**config.mk**
```make
export PLATFORM = sky130hd
export DESIGN_NAME = dpmbx_irq
export DESIGN_NICKNAME = d
export VERILOG_FILES = /design/src/rtl/dpmbx_pkg.sv /design/src/rtl/mbx_port_decode.sv /design/src/rtl/mbx_irq_flag.sv /design/src/rtl/dpmbx_irq.sv
export SDC_FILE = /design/constraint.sdc
export NUM_CORES = 1
export LEC_CHECK = 0
export CORE_AREA = 4 4 41 43
export DETAILED_ROUTE_END_ITERATION = 10
export DIE_AREA = 0 0 45 47
export GPL_TIMING_DRIVEN = 0
export SYNTH_ARGS = -nofsm -noshare
export SYNTH_HDL_FRONTEND = slang
export SYNTH_SLANG_ARGS = --single-unit
```
**constraint.sdc**
```tcl
create_clock -name clk -period 2.25 [get_ports clk]
set_input_delay 0.5625 -clock clk [delete_from_list [all_inputs] [get_ports clk]]
set_output_delay 0.5625 -clock clk [all_outputs]
set_load 0.05 [all_outputs]
```
**src/rtl/dpmbx_pkg.sv**
```systemverilog
// Shared types for the dual-port mailbox interrupt logic.
// Assumes: nothing beyond a synthesizable SystemVerilog flow.
package dpmbx_pkg;

    // Port index: 0 = left, 1 = right
    localparam int unsigned NUM_SIDES = 2;

    // Mailbox events decoded from one port's access in one cycle
    typedef struct packed {
        logic post;   // write to the outgoing mailbox
        logic take;   // read of the incoming mailbox
    } mbx_evt_t;

endpackage

```
**src/rtl/mbx_port_decode.sv**
```systemverilog
// Decodes one port's strobes into mailbox events.
// Assumes: strobes are active high and qualified by the select.
// A cycle with both write and read set counts as a write.
module mbx_port_decode
    import dpmbx_pkg::*;
#(
    parameter int unsigned    AW       = 13,
    parameter logic [AW-1:0]  OUT_ADDR = '1,
    parameter logic [AW-1:0]  IN_ADDR  = '0
) (
    input  logic [AW-1:0] addr,
    input  logic          sel,
    input  logic          wr,
    input  logic          rd,
    output mbx_evt_t      evt
);

    // Match the address against both mailboxes and qualify with the strobes
    always_comb begin
        evt.post = sel && wr && (addr == OUT_ADDR);
        evt.take = sel && rd && !wr && (addr == IN_ADDR);
    end

endmodule

```
**src/rtl/mbx_irq_flag.sv**
```systemverilog
// One active-low interrupt flag. A set has priority over a clear.
// Assumes: synchronous active-low reset, one clock domain.
module mbx_irq_flag (
    input  logic clk,
    input  logic rst_n,
    input  logic set,
    input  logic clr,
    output logic irq_n
);

    // Hold the flag; reset releases it, set asserts it, clear releases it
    always_ff @(posedge clk) begin
        if (!rst_n) begin
            irq_n <= 1'b1;
        end else if (set) begin
            irq_n <= 1'b0;
        end else if (clr) begin
            irq_n <= 1'b1;
        end
    end

endmodule

```
**src/rtl/dpmbx_irq.sv**
```systemverilog
// Top of the mailbox interrupt logic. The left port posts to the right port
// through the top address, and the right port posts to the left port through
// the address just below it.
// Assumes: both ports share clk. The mailbox data words live in the memory array.
module dpmbx_irq
    import dpmbx_pkg::*;
#(
    parameter int unsigned AW = 13
) (
    input  logic          clk,
    input  logic          rst_n,
    input  logic [AW-1:0] l_addr,
    input  logic          l_sel,
    input  logic          l_wr,
    input  logic          l_rd,
    input  logic [AW-1:0] r_addr,
    input  logic          r_sel,
    input  logic          r_wr,
    input  logic          r_rd,
    output logic          irq_l_n,
    output logic          irq_r_n
);

    localparam logic [AW-1:0] ADDR_HI = '1;
    localparam logic [AW-1:0] ADDR_LO = ADDR_HI - 1'b1;

    logic [AW-1:0] addr_s [NUM_SIDES];
    logic          sel_s  [NUM_SIDES];
    logic          wr_s   [NUM_SIDES];
    logic          rd_s   [NUM_SIDES];
    mbx_evt_t      evt_s  [NUM_SIDES];
    logic          irq_s  [NUM_SIDES];

    // Gather the port signals into per-side arrays
    always_comb begin
        addr_s[0] = l_addr;  sel_s[0] = l_sel;  wr_s[0] = l_wr;  rd_s[0] = l_rd;
        addr_s[1] = r_addr;  sel_s[1] = r_sel;  wr_s[1] = r_wr;  rd_s[1] = r_rd;
    end

    for (genvar s = 0; s < NUM_SIDES; s++) begin : g_side
        // Left posts to HI and takes from LO; the right port is the mirror
        mbx_port_decode #(
            .AW       (AW),
            .OUT_ADDR ((s == 0) ? ADDR_HI : ADDR_LO),
            .IN_ADDR  ((s == 0) ? ADDR_LO : ADDR_HI)
        ) u_dec (
            .addr (addr_s[s]),
            .sel  (sel_s[s]),
            .wr   (wr_s[s]),
            .rd   (rd_s[s]),
            .evt  (evt_s[s])
        );

        // The flag of this side is set by the other side's post
        mbx_irq_flag u_flag (
            .clk   (clk),
            .rst_n (rst_n),
            .set   (evt_s[NUM_SIDES-1-s].post),
            .clr   (evt_s[s].take),
            .irq_n (irq_s[s])
        );
    end

    assign irq_l_n = irq_s[0];
    assign irq_r_n = irq_s[1];

endmodule

```
==> results of run 1 <==
-- cell usage after synthesis (all sizes together) --
cell / count / area [µm²]
nand3: 2 / 10.0
dfxtp: 2 / 40.0
and4b: 1 / 10.0
inv: 1 / 3.75
nand4: 5 / 31.3
o31a: 1 / 10.0
nand2: 3 / 11.3
nor2: 2 / 7.51
nor4: 2 / 18.8
a21oi: 1 / 5.00
a311oi: 1 / 8.76
-- per-layer routing --
metal / global-route usage / wire (µm) / vias up
met2: 0.153 / 355 / 27
met3: 0.0421 / 190 / 4
met5: 0 / 0 / -
met1: 0.0679 / 259 / 130
li1: - / - / 162
met4: 0.0877 / 27 / 0
-- how the worst max path moves through the flow --
| stage | cells past startpoint | slack, ns | startpoint | endpoint |
|---|---|---|---|---|
| floorplan | 4 | 0.94 | l_addr[3] | g_side[1].u_flag.irq_n |
| global placement | 5 | 0.33 | l_addr[3] | g_side[1].u_flag.irq_n |
| detailed placement | 5 | 0.33 | l_addr[3] | g_side[1].u_flag.irq_n |
| CTS | 1 | 0.32 | g_side[1].u_flag.irq_n | irq_r_n |
| global route | 1 | 0.31 | g_side[0].u_flag.irq_n | irq_l_n |
| finish | 1 | 0.34 | g_side[1].u_flag.irq_n | irq_r_n |
-- logic make-up after synthesis --
| logic type | count (synthesis) |
|---|---|
| DFF | 2 |
| buffers and inverters | 1 |
| and+or+nand+nor | 15 |
| AOI/OAI and AO/OA | 3 |
-- layout make-up --
| class | count | area, µm² | share of cell area |
|---|---|---|---|
| tap | 15 | 18.8 | 0.0342 |
| clock buffer | 3 | 22.5 | 0.0411 |
| sequential | 2 | 40.0 | 0.0731 |
| timing repair buffer | 35 | 350 | 0.639 |
| inverter | 1 | 3.75 | 0.00685 |
| multi-input combinational | 18 | 113 | 0.205 |
-- per-stage QoR --
stage	std cells	hold slack, ns	total power, W	setup slack (ns)	instance area (µm²)
finish	74	0.480	0.000178	0.340	548
global route	74	0.502	0.000187	0.310	548
CTS	74	0.487	0.000182	0.322	548
detailed placement	71	0.478	0.000100	0.327	526
global placement	71	0.491	0.0000995	0.329	526
floorplan	21	0.734	0.0000412	0.942	156
-- power groups by stage --
stage	Combinational [W]	Clock [W]	Sequential [W]
6_report	0.0000633	0.0000794	0.0000358
5_1_grt	0.0000681	0.0000834	0.0000357
4_1_cts	0.0000638	0.0000828	0.0000357
3_5_place_dp	0.0000638	0	0.0000362
3_3_place_gp	0.0000633	0	0.0000362
2_1_floorplan	0.00000503	0	0.0000362
==> results.sh, run 1 <==
export IMPL_regToRegSetupSlack_ns=1.51
export IMPL_layout_commonest_cell="clkdlybuf4s50_1"
export IMPL_via_per_inst=4.36
export IMPL_finalMaxSlewViolations=0
export IMPL_largest_register_ffs=2
export IMPL_yosys_area_share_xor_xnor=0
export IMPL_powerDensity_nw_per_um2=326
export IMPL_p_int_w=0.000147
export IMPL_initial_core_util=0.120
export IMPL_max_cap_violations=0
export IMPL_path_delay_family="buffers and inverters"
export IMPL_r2r_end="g_side[1].u_flag.irq_n"
export IMPL_track_usage=0.0868
export IMPL_final_util=0.421
export IMPL_switching_power_w=0.0000319
export IMPL_leakagePower_nw=0.199
export IMPL_synthMuxAreaShare=0
export IMPL_cts_hold_buf=0
export IMPL_pwr_share_clk=0.445
export IMPL_vias=323
export IMPL_crit_slowest_cell="clkdlybuf4s50_1"
export IMPL_synth_top_family_by_area="simple AND/OR/NAND/NOR gates"
export IMPL_reg2reg_from="g_side[1].u_flag.irq_n"
export IMPL_yosysWarnings=0
export IMPL_die_x_um=45
export IMPL_synth_nets=55
export IMPL_antennaDiodeCount=0
export IMPL_whs_path_depth=1
export IMPL_drc=0
export IMPL_grt_pass1_vias=350
export IMPL_avgRoutedWirePerCell_um=11.2
export IMPL_synthAdderAreaFrac=0
export IMPL_crit_path_end_kind="output port"
export IMPL_ios=36
export IMPL_final_hold_viol_count=0
export IMPL_wl_um=832
export IMPL_syn_inst=21
export IMPL_crit_type="flop to output port"
export IMPL_required_ns=1.69
export IMPL_grt_pass1_wl_um=1270
export IMPL_hp_start="g_side[1].u_flag.irq_n"
export IMPL_seq_power_share=0.200
export IMPL_die_y_um=47
export IMPL_hold_end="g_side[1].u_flag.irq_n"
export IMPL_worstPathArrival_ns=1.35
export IMPL_h_tree_depth=1
export IMPL_fin_setup_tns_ns=0
export IMPL_ys_ff_latch=2
export IMPL_clock_skew_ns=0
export IMPL_reg2reg_depth=1
export IMPL_ys_seq_area_frac=0.256
export IMPL_synth_distinct_cells=12
export IMPL_clock_root_buffer="clkbuf_4"
export IMPL_coreArea_um2=1300
export IMPL_syn_avg_cell_area_um2=7.45
export IMPL_die_area_um2=2120
export IMPL_cts_resized=0
export IMPL_grt_antenna_before_repair=0
export IMPL_crit_buf_inv=1
export IMPL_cp_max_fo=2
export IMPL_cts_tree="done"
export IMPL_fillCellCount=143
export IMPL_reg_top3="g_side.u_flag.irq_n: 2 flops"
export IMPL_layout_nets=95
export IMPL_p_comb_frac=0.355
export IMPL_status="complete, no violations"
export IMPL_max_stage_delay_ns=0.81
export IMPL_swShare=0.179
export IMPL_clkLatencyLatePin_ns=0.22
export IMPL_setup_violations_final=0
export IMPL_rsz0062_at_grt="false"
export IMPL_io_buffer_count=35
export IMPL_dr_pass1_iters=4
export IMPL_slew_headroom=0.663
export IMPL_grt_max_degree=4
export IMPL_period_minus_slack_ns=1.91
export IMPL_place_gp_congestion=0.672
export IMPL_dp_hpwl_um=756
export IMPL_synth_compound_area_share=0.152
export IMPL_syn_area_um2=156
export IMPL_vdd_drop_max_uv=183
export IMPL_final_cell_mix="clkdlybuf4s50_1 (35), nand4_1 (5), nand2_1 (3), clkbuf_4 (3)"
export IMPL_crit_chain="clkdlybuf4s50_1"
export IMPL_rows=13
export IMPL_ant_nets=0
export IMPL_largest_register="g_side.u_flag.irq_n"
export IMPL_yosys_area_share_simple=0.568
export IMPL_worstSetupStartpointType="flop"
export IMPL_drtIter0Drc=3
export IMPL_cts_setup_buffers=0
export IMPL_area_growth_pct=250
export IMPL_grt_overflow_total=0
export IMPL_clk_pin_slew_ns=0.03
export IMPL_cts_sinks=2
export IMPL_drive_above_1_share=0.0847
export IMPL_holdCritPathClass="flop to flop"
export IMPL_cts_buffers_inserted=3
export IMPL_max_clock_freq_mhz=523
export IMPL_cts_buffer_depth=2
export IMPL_worstMarginPinSlew_ns=0.504
export IMPL_fin_crit_sh=0.849
(Power assumes the default switching activity.)
==> run 2: changes to the inputs <==
==> constraint.sdc (replaced) <==
create_clock -name clk -period 1.68 [get_ports clk]
set_input_delay 0.42 -clock clk [delete_from_list [all_inputs] [get_ports clk]]
set_output_delay 0.42 -clock clk [all_outputs]
set_load 0.05 [all_outputs]
==> results.sh, run 2 (synthesized netlist as in run 1, its figures left out) <==
export IMPL_swShare=0.181
export IMPL_final_cell_mix="clkdlybuf4s50_1 (33), nand4_1 (5), nand2_1 (3), clkbuf_4 (3)"
export IMPL_status="complete, no violations"
export IMPL_ant_nets=0
export IMPL_largest_register_ffs=2
export IMPL_crit_path_end_kind="output port"
export IMPL_antennaDiodeCount=0
export IMPL_clk_pin_slew_ns=0.03
export IMPL_fin_crit_sh=0.887
export IMPL_ios=36
export IMPL_pwr_share_clk=0.444
export IMPL_cts_tree="done"
export IMPL_grt_antenna_before_repair=0
export IMPL_max_stage_delay_ns=0.53
export IMPL_holdCritPathClass="flop to flop"
export IMPL_fin_setup_tns_ns=0
export IMPL_hold_slack_ns=0.475
export IMPL_layout_nets=95
export IMPL_reg2reg_from="g_side[1].u_flag.irq_n"
export IMPL_io_buffer_count=35
export IMPL_largest_register="g_side.u_flag.irq_n"
export IMPL_crit_type="flop to output port"
export IMPL_switching_power_w=0.0000434
export IMPL_seqCellArea_um2=40.0
export IMPL_required_ns=1.26
export IMPL_final_hold_viol_count=0
export IMPL_h_tree_depth=1
export IMPL_clkLatencyLatePin_ns=0.22
export IMPL_cts_buffers_inserted=3
export IMPL_grt_max_degree=4
export IMPL_via_per_inst=4.36
export IMPL_power_w=0.000240
export IMPL_place_gp_congestion=0.672
export IMPL_clock_skew_ns=0
export IMPL_p_comb_frac=0.357
export IMPL_leakagePower_nw=0.194
export IMPL_coreArea_um2=1300
export IMPL_fillCellCount=146
export IMPL_cts_setup_buffers=0
export IMPL_regToRegSetupSlack_ns=0.94
export IMPL_die_x_um=45
export IMPL_grt_pass1_wl_um=1270
export IMPL_hp_start="g_side[1].u_flag.irq_n"
export IMPL_cp_startpoint="g_side[1].u_flag.irq_n"
export IMPL_p_int_w=0.000196
export IMPL_worstMarginPinSlew_ns=0.497
export IMPL_max_cap_violations=0
export IMPL_max_clock_freq_mhz=671
export IMPL_grt_overflow_total=0
export IMPL_hold_end="g_side[1].u_flag.irq_n"
export IMPL_dr_pass1_iters=4
export IMPL_slew_headroom=0.670
export IMPL_setup_violations_final=0
export IMPL_layout_commonest_cell="clkdlybuf4s50_1"
export IMPL_rows=13
export IMPL_dp_hpwl_um=756
export IMPL_multiInputGateArea_um2=119
export IMPL_drc=0
export IMPL_area_growth_pct=253
export IMPL_cts_sinks=2
export IMPL_finalMaxSlewViolations=0
export IMPL_drive_above_1_share=0.102
export IMPL_whs_path_depth=1
export IMPL_vdd_drop_max_uv=245
export IMPL_powerDensity_nw_per_um2=434
export IMPL_track_usage=0.0868
export IMPL_crit_buf_inv=1
export IMPL_final_cells=74
export IMPL_seq_power_share=0.200
export IMPL_die_area_um2=2120
export IMPL_grt_pass1_vias=350
export IMPL_cts_buffer_depth=2
export IMPL_initial_core_util=0.120
export IMPL_rsz0062_at_grt="false"
export IMPL_drtIter0Drc=3
export IMPL_wl_um=851
export IMPL_crit_slowest_cell="dlygate4sd2_1"
export IMPL_r2r_end="g_side[1].u_flag.irq_n"
export IMPL_worstPathArrival_ns=1.07
export IMPL_period_minus_slack_ns=1.49
export IMPL_cp_max_fo=2
export IMPL_dp_cells=71
export IMPL_die_y_um=47
export IMPL_vias=323
export IMPL_worstSetupStartpointType="flop"
export IMPL_path_delay_family="buffers and inverters"
export IMPL_avgRoutedWirePerCell_um=11.5
export IMPL_clock_root_buffer="clkbuf_4"
export IMPL_crit_chain="dlygate4sd2_1"
export IMPL_reg_top3="g_side.u_flag.irq_n: 2 flops"
export IMPL_reg2reg_depth=1
==> run 2: changes by cell type in the layout (fill, tap and decap cells not counted) <==
cell	previous run	this run
clkdlybuf4s50_1	35	33
dlygate4sd2_1	0	2
nor4_1	1	0
nor4_2	1	2
==> run 2: per-layer routing <==
metal	vias to the layer above	part of all wire	GRT usage
met1	130	0.31	0.0679
met3	4	0.22	0.0421
li1	162	-	-
met2	27	0.43	0.153
met4	0	0.032	0.0877
met5	-	0	0
==> run 2: repair_timing <==
item | 4_1_cts | 5_1_grt
resized for setup | 2 | 1
endpoints found under the setup margin | 2 | 1
hold buffers | 0 | 0
==> run 2: stage by stage <==
step	cell area [µm²]	util	setup slack, ns
after CTS	546	0.419	0.122
after global routing	552	0.424	0.0755
after floorplan	156	-	0.515
final	552	0.424	0.190
after detailed placement	526	0.404	-0.101
after global placement	526	0.404	-0.0990
==> run 2: layout make-up <==
class / instances / area share
Multi-Input combinational cell: 18 / 0.215
Sequential cell: 2 / 0.0726
Timing Repair Buffer: 35 / 0.630
Inverter: 1 / 0.00680
Tap cell: 15 / 0.0340
Clock buffer: 3 / 0.0408
==> run 2: power by group through the flow <==
stage	registers, W	clock network [W]	logic [W]
after floorplan	0.0000485	0	0.00000673
after global placement	0.0000485	0	0.0000848
after detailed placement	0.0000485	0	0.0000854
after CTS	0.0000479	0.000111	0.0000854
after global routing	0.0000478	0.000112	0.0000920
final	0.0000479	0.000106	0.0000855
==> run 2: how the worst max path moves through the flow <==
stage,cells after the start,to
floorplan,4,g_side[1].u_flag.irq_n
global placement,5,g_side[1].u_flag.irq_n
detailed placement,5,g_side[1].u_flag.irq_n
CTS,5,g_side[1].u_flag.irq_n
global route,5,g_side[1].u_flag.irq_n
finish,1,irq_r_n
==> run 3: changes to the inputs <==
--- a/config.mk
+++ b/config.mk
@@ -6,9 +6,11 @@
 export NUM_CORES = 1
 export LEC_CHECK = 0
 export CORE_AREA = 4 4 41 43
+export CTS_BUF_LIST = sky130_fd_sc_hd__clkbuf_16
 export DETAILED_ROUTE_END_ITERATION = 10
 export DIE_AREA = 0 0 45 47
 export GPL_TIMING_DRIVEN = 0
+export SKIP_LAST_GASP = 1
 export SYNTH_ARGS = -nofsm -noshare
 export SYNTH_HDL_FRONTEND = slang
 export SYNTH_SLANG_ARGS = --single-unit
==> results.sh, run 3 (synthesized netlist as in run 1, its figures left out) <==
export IMPL_setup_violations_final=0
export IMPL_crit_path_end_kind="flop"
export IMPL_worstPathArrival_ns=1.59
export IMPL_fin_area_um2=604
export IMPL_area_growth_pct=286
export IMPL_h_tree_depth=1
export IMPL_layout_nets=95
export IMPL_drive_above_1_share=0.102
export IMPL_grt_overflow_total=0
export IMPL_period_minus_slack_ns=1.49
export IMPL_drc=0
export IMPL_final_cells=74
export IMPL_reg2reg_from="g_side[1].u_flag.irq_n"
export IMPL_clock_root_buffer="clkbuf_16"
export IMPL_finalMaxSlewViolations=0
export IMPL_initial_core_util=0.120
export IMPL_vdd_drop_max_uv=576
export IMPL_max_cap_violations=0
export IMPL_clock_skew_ns=0
export IMPL_crit_type="input port to flop"
export IMPL_die_area_um2=2120
export IMPL_grt_pass1_wl_um=1310
export IMPL_max_clock_freq_mhz=671
export IMPL_cts_buffers_inserted=3
export IMPL_worstMarginPinSlew_ns=0.498
export IMPL_worstSetupStartpointType="input port"
export IMPL_reg_top3="g_side.u_flag.irq_n: 2 flops"
export IMPL_avgRoutedWirePerCell_um=11.7
export IMPL_cts_buffer_depth=2
export IMPL_clk_pin_slew_ns=0.03
export IMPL_dr_pass1_iters=5
export IMPL_die_x_um=45
export IMPL_track_usage=0.0923
export IMPL_placed_cell_area_um2=526
export IMPL_ant_nets=0
export IMPL_cts_tree="done"
export IMPL_powerDensity_nw_per_um2=806
export IMPL_fin_crit_sh=0.888
export IMPL_cts_sinks=2
export IMPL_layout_commonest_cell="clkdlybuf4s50_1"
export IMPL_antennaDiodeCount=0
export IMPL_cp_startpoint="l_addr[3]"
export IMPL_slew_headroom=0.669
export IMPL_final_cell_mix="clkdlybuf4s50_1 (33), nand4_1 (5), nand2_1 (3), clkbuf_16 (3)"
export IMPL_required_ns=1.78
export IMPL_largest_register="g_side.u_flag.irq_n"
export IMPL_holdCritPathClass="flop to flop"
export IMPL_coreArea_um2=1300
export IMPL_leakagePower_nw=0.218
export IMPL_dp_cells=71
export IMPL_final_hold_viol_count=0
export IMPL_grt_pass1_vias=356
export IMPL_io_buffer_count=35
export IMPL_clkLatencyLatePin_ns=0.22
export IMPL_rows=13
export IMPL_wl_um=863
export IMPL_dp_hpwl_um=756
export IMPL_hold_slack_ns=0.476
export IMPL_die_y_um=47
export IMPL_status="complete, no violations"
export IMPL_grt_antenna_before_repair=0
export IMPL_hp_start="g_side[1].u_flag.irq_n"
export IMPL_grt_max_degree=4
export IMPL_vias=326
export IMPL_ios=36
export IMPL_cp_max_fo=2
export IMPL_place_gp_congestion=0.672
export IMPL_largest_register_ffs=2
export IMPL_rsz0062_at_grt="false"
export IMPL_via_per_inst=4.41
export IMPL_drtIter0Drc=2
[run 3: cell types whose count changed in the layout (fill, tap and decap cells not counted)]
cell       before  now
clkbuf_4        3    0
clkbuf_16       0    3
[run 3: repair_timing]
item / CTS / global route
hold buffers: 0 / 0
setup buffers: 0 / 0
endpoints found under the setup margin: 2 / 1
resized for setup: 2 / 1
[run 3: area by class of cell]
class,instances,area [µm²]
Timing Repair Buffer,35,348
Clock buffer,3,75.1
Tap cell,15,18.8
Inverter,1,3.75
Sequential cell,2,40.0
Multi-Input combinational cell,18,119
Fill cell,139,697
[run 3: path summary, 6_finish.rpt]
| kind | slack [ns] | cells after the start | end |
|---|---|---|---|
| max | 0.19 | 5 | g_side[1].u_flag.irq_n |
| min | 0.48 | 1 | g_side[1].u_flag.irq_n |
| max reg2reg | 0.94 | 1 | g_side[1].u_flag.irq_n |
| min reg2reg | 0.48 | 1 | g_side[1].u_flag.irq_n |
[run 3: worst max-delay path, cell delays in order]
cell and delay, ns:
clkdlybuf4s50_1 0.45, nand4_1 0.10, nor4_2 0.33, nand4_1 0.15, o31a_2 0.13
[run 3: routing by layer]
metal,GRT usage,vias to the layer above,share of wire
met2,0.153,29,0.42
met5,0,-,0
met4,0.0877,0,0.035
met1,0.0701,131,0.33
li1,-,162,-
met3,0.0651,4,0.21
[run 3: through the flow]
stage | utilization | power [W] | setup slack [ns] | setup TNS, ns
after floorplan | - | 0.0000552 | 0.515 | 0
after global placement | 0.404 | 0.000133 | -0.0990 | -0.137
after detailed placement | 0.404 | 0.000134 | -0.101 | -0.147
after CTS | 0.460 | 0.000494 | 0.114 | 0
after global routing | 0.464 | 0.000507 | 0.0707 | 0
final | 0.464 | 0.000487 | 0.189 | 0
[run 3: where the power goes]
part	switching, W	leakage (nW)	internal (W)	total, W
combinational	0.0000158	0.164	0.0000696	0.0000854
sequential	0.00000000114	0.0162	0.0000479	0.0000479
clock	0.0000513	0.0370	0.000303	0.000354
